### config.mk
export PLATFORM = sky130hd
export DESIGN_NAME = serial_crc_engine
export DESIGN_NICKNAME = d
export VERILOG_FILES = /design/src/rtl/crc_pkg.sv /design/src/rtl/crc_shift_core.sv /design/src/rtl/crc_zero_detect.sv /design/src/rtl/crc_dout_sel.sv /design/src/rtl/serial_crc_engine.sv
export SDC_FILE = /design/constraint.sdc
export NUM_CORES = 1
export LEC_CHECK = 0
export ABC_CLOCK_PERIOD_IN_PS = 1100
export BUFFER_PORTS_ARGS = -buffer_cell sky130_fd_sc_hd__buf_2
export CORE_AREA = 4 4 41 43
export CTS_BUF_LIST = sky130_fd_sc_hd__clkbuf_16
export DETAILED_ROUTE_END_ITERATION = 6
export DIE_AREA = 0 0 45 47
export SLEW_MARGIN = 5
export SYNTH_ARGS = -nofsm -noshare
export SYNTH_HDL_FRONTEND = slang
export SYNTH_SLANG_ARGS = --single-unit
### constraint.sdc
create_clock -name clk -period 1.1 [get_ports clk]
set_input_delay 0.33 -clock clk [delete_from_list [all_inputs] [get_ports clk]]
set_output_delay 0.33 -clock clk [all_outputs]
set_load 0.005 [all_outputs]
### src/rtl/crc_pkg.sv
package crc_pkg;
  // Lower coefficients of common generators (x^N term implied)
  localparam logic [15:0] POLY16_A = 16'h8005; // x^16+x^15+x^2+1
  localparam logic [15:0] POLY16_B = 16'h1021; // x^16+x^12+x^5+1

  typedef enum logic {
    MODE_SHIFT_OUT = 1'b0,
    MODE_CALC      = 1'b1
  } crc_mode_e;
endpackage

### src/rtl/crc_shift_core.sv
module crc_shift_core #(
  parameter int          CRC_W = 3,
  parameter logic [CRC_W-1:0] POLY = 3'b101
) (
  input  logic             clk,
  input  logic             clr,
  input  logic             din,
  input  logic             calc_en,
  output logic [CRC_W-1:0] q
);
  import crc_pkg::*;
  localparam int MSB = CRC_W - 1;

  logic             fb;
  logic [CRC_W-1:0] nxt;

  assign fb = (crc_mode_e'(calc_en) == MODE_CALC) ? (din ^ q[MSB]) : 1'b0;

  for (genvar i = 0; i < CRC_W; i++) begin : g_stage
    if (i == 0) begin : g_lsb
      if (POLY[0]) begin : g_tap
        assign nxt[0] = fb;
      end else begin : g_notap
        assign nxt[0] = 1'b0;
      end
    end else begin : g_mid
      if (POLY[i]) begin : g_tap
        assign nxt[i] = q[i-1] ^ fb;
      end else begin : g_notap
        assign nxt[i] = q[i-1];
      end
    end
  end

  always_ff @(posedge clk) begin
    if (clr) q <= '0;
    else     q <= nxt;
  end


  shift_nofb_chk: assert property (@(posedge clk) disable iff (clr)
    !calc_en |=> (q[MSB:1] == $past(q[MSB-1:0])) && (q[0] == 1'b0));


  calc_zero_fb_chk: assert property (@(posedge clk) disable iff (clr)
    (calc_en && !din && !q[MSB]) |=> (q == {$past(q[MSB-1:0]), 1'b0}));
endmodule

### src/rtl/crc_zero_detect.sv
module crc_zero_detect #(
  parameter int CRC_W = 3
) (
  input  logic [CRC_W-1:0] q,
  output logic             is_zero
);
  assign is_zero = ~|q;
endmodule

### src/rtl/crc_dout_sel.sv
module crc_dout_sel (
  input  logic calc_en,
  input  logic msb,
  output logic dout
);
  import crc_pkg::*;
  assign dout = (crc_mode_e'(calc_en) == MODE_CALC) ? 1'b0 : msb;
endmodule

### src/rtl/serial_crc_engine.sv
module serial_crc_engine #(
  parameter int               CRC_W = 3,
  parameter logic [CRC_W-1:0] POLY  = 3'b101
) (
  input  logic clk,
  input  logic clr,
  input  logic din,
  input  logic calc_en,
  output logic dout,
  output logic data_ok
);
  logic [CRC_W-1:0] crc_q;

  crc_shift_core #(.CRC_W(CRC_W), .POLY(POLY)) core_i (
    .clk(clk), .clr(clr), .din(din), .calc_en(calc_en), .q(crc_q)
  );

  crc_zero_detect #(.CRC_W(CRC_W)) zero_i (
    .q(crc_q), .is_zero(data_ok)
  );

  crc_dout_sel dsel_i (
    .calc_en(calc_en), .msb(crc_q[CRC_W-1]), .dout(dout)
  );


  clr_empties_chk: assert property (@(posedge clk) clr |=> data_ok);


  dout_quiet_chk: assert property (@(posedge clk) disable iff (clr)
    calc_en |-> !dout);


  zero_stays_chk: assert property (@(posedge clk) disable iff (clr)
    (data_ok && !calc_en) |=> data_ok);
endmodule

==> results.toml <==
[logic_synthesis]
syn_avg_cell_area_um2 = 9.91
postSynth.asyncResetShare_pct = 0
mappedNetlistNets = 16
ys_types = 7
synth_flop_cell = "dfxtp_1"
syn-instance-count = 12
synth_area_um2 = 119
yosys_warnings = 0
post_synth_most_frequent_cells = "3 x dfxtp_1, 3 x nor2b_1, 2 x nor2_1"
synth_sequential_area_ratio_pct = 50.5
synth.top_cell.area_share_pct = 50.5
synth_area_leaders = "dfxtp_1 51%, nor2b_1 16%, mux2_4 13%, xor2_1 7.4%, nor2_1 6.3%"
synth_edf_count = 0
synthDominantAreaCellType = "dfxtp_1"
synth_seq_cells = 3

[timing]
max_freq_mhz = 877
timing_max_transition_violations_final = 0
timing.setup.tns_ns = -0.0617
final_period_minus_worst_setup_slack_ns = 1.14
total_count_of_hold_check_failures_in_the_final_report = 0
setup_viol = 2
final_critical_path_setup_slack_ns = -0.0402
timing.slew.headroom_pct = 92.6
tightest_slew_ns = 0.110
setup_repair_after_global_routing_missed_its_margin = "true"
post-route-period-util_pct = 104
worst_setup_skew_after_layout_ns = 0.00102

[route]
vias_per_cell = 2.78
dr.pass1.iters = 2
detailroute.via_count = 103
drt_drc_violations_left = 0
routedLengthMet1_um = 149
met2WireLength_um = 59
drt_first_iter_violations = 1
drt-wirelength-per-cell_um = 7.24
route.antenna.remaining_nets = 0
top_layer_used = "met3"
total_length_of_routed_wires_um = 268
wl_met3_um = 58

[clocking]
cts-buffers-inserted = 3
cts_sink_count = 3
insertion_delay_ns = 0.22
cts-root-buf = "clkbuf_16"
clock_tree.htree_level_count = 1
clock_path_buffers = 2
cts.clk_slew.worst_paths_ns = 0.03
cts.repair_timing.setup_buffer_count = 0
cts.hold.buffers_added = 0
tritoncts_clock_tree = "yes"

[global_routing]
grt_start_max_net_pins = 5
first_global_vias = 91
global_route.usage.total_pct = 3.63
globalRouteOverflowTotal = 0
grt_first_pass_wirelength_um = 414
grt_antenna_before_repair = 0

[setup_path]
crit_fanout = 2
setup.worst_path.end_class = "output port"
crit_path_cell_trace = "nor3_2, buf_2"
critPathMaxStageDelay_ns = 0.31
worstSetupPathType = "flop to output port"
critical_path.n_buffers_inverters = 1
critPathTopFamily = "flip-flops"
critPathArrivalTime_ns = 0.81
critical_path.startpoint_type = "flop"
critPathSlowestCell = "dfxtp_2"
worstPathRequired_ns = 0.77

[layout]
post-route-util_pct = 19.7
reg.largest.list = "core_i.q: 3 flops"
largest_register_ffs = 3
area_growth_pct = 116
drive_above_1_share_pct = 59.1
insertedDiodeCount = 0
cell_count_final_fillers_out = 37
max_flop_register = "core_i.q"
final_net_count = 27

[run_status]
violated_checks = "setup timing"
status = "complete, but fails checks"

[power_and_ir_drop]
max-vdd-ir-drop_uv = 1390
leakage_power_figure_nw = 0.123
power.density_cell_area_nw_per_um2 = 2820
total_power_w = 0.000723

[die]
fp.dieW_um = 45
design.portCount = 6
die-height_um = 47
core_region_area_um2 = 1300
die_area_um2 = 2120
initial_core_utilization_pct = 9.13
num_rows = 13

[place]
placedCellCount = 33
portBuffers = 5
pre_cts_worst_setup_slack_ns = 0.00452
place_congestion = 0.611

[worst_hold_path]
holdCritPathClass = "input port to flop"

[job]
timing.max_cap.violations = 0
## cell families (layout without fill, tap and decap cells)
kind of cell / Yosys count / count (layout) / synth area share [%]
flip-flops: 3 / 3 / 50.5
multiplexers: 1 / 1 / 12.6
XOR/XNOR: 1 / 1 / 7.37
AND/OR/NAND/NOR: 7 / 7 / 29.5
buffers and inverters: 0 / 10 / 0
## report_power, final
part / internal, W / switching (W) / leakage (nW)
combinational: 0.0000241 / 0.0000143 / 0.0558
clock: 0.000468 / 0.0000939 / 0.0423
sequential: 0.000117 / 0.00000510 / 0.0254
total: 0.000609 / 0.000113 / 0.123
## layer usage
layer  vias to the layer above  track usage (%)
met1                        36             4.31
met2                         8             1.69
met3                         0             6.90
met5                         -                0
met4                         0             1.75
li1                         59                -
## final cells by class
cell class / count / area, µm²
Tap cell: 15 / 18.8
Fill cell: 145 / 1040
Clock buffer: 3 / 75.1
Multi-Input combinational cell: 9 / 63.8
Clock inverter: 1 / 3.75
Timing Repair Buffer: 6 / 32.5
Sequential cell: 3 / 62.6
## path summary, 6_finish.rpt
kind	startpoint	endpoint	slack [ns]	depth (start not counted)
setup reg to reg	core_i.q[2]$_SDFF_PP0_	core_i.q[2]$_SDFF_PP0_	0.11	3
setup / recovery	core_i.q[0]$_SDFF_PP0_	data_ok	-0.04	2
hold / removal	clr	core_i.q[0]$_SDFF_PP0_	0.31	2
hold reg to reg	core_i.q[0]$_SDFF_PP0_	core_i.q[1]$_SDFF_PP0_	0.47	1
## repair_timing
action,4_1_cts,5_1_grt
pin swaps,1,0
gates resized for setup,3,0
setup endpoints to repair,2,2
## cell usage in the layout, fill, tap and decap left out
master,n
nor2b_1,3
mux2_4,1
nor2_1,2
inv_1,1
nor3_2,1
dfxtp_2,2
nand2_1,1
buf_4,1
clkbuf_16,3
dfxtp_1,1
buf_2,5
xor2_1,1
## metrics by stage
step / area (µm²) / hold WS, ns
3_5_place_dp: 170 / 0.465
4_1_cts: 256 / 0.312
5_1_grt: 256 / 0.324
3_3_place_gp: 170 / 0.444
6_report: 256 / 0.310
2_1_floorplan: 119 / 0.402
No activity file was read; power rests on OpenSTA's default activity.
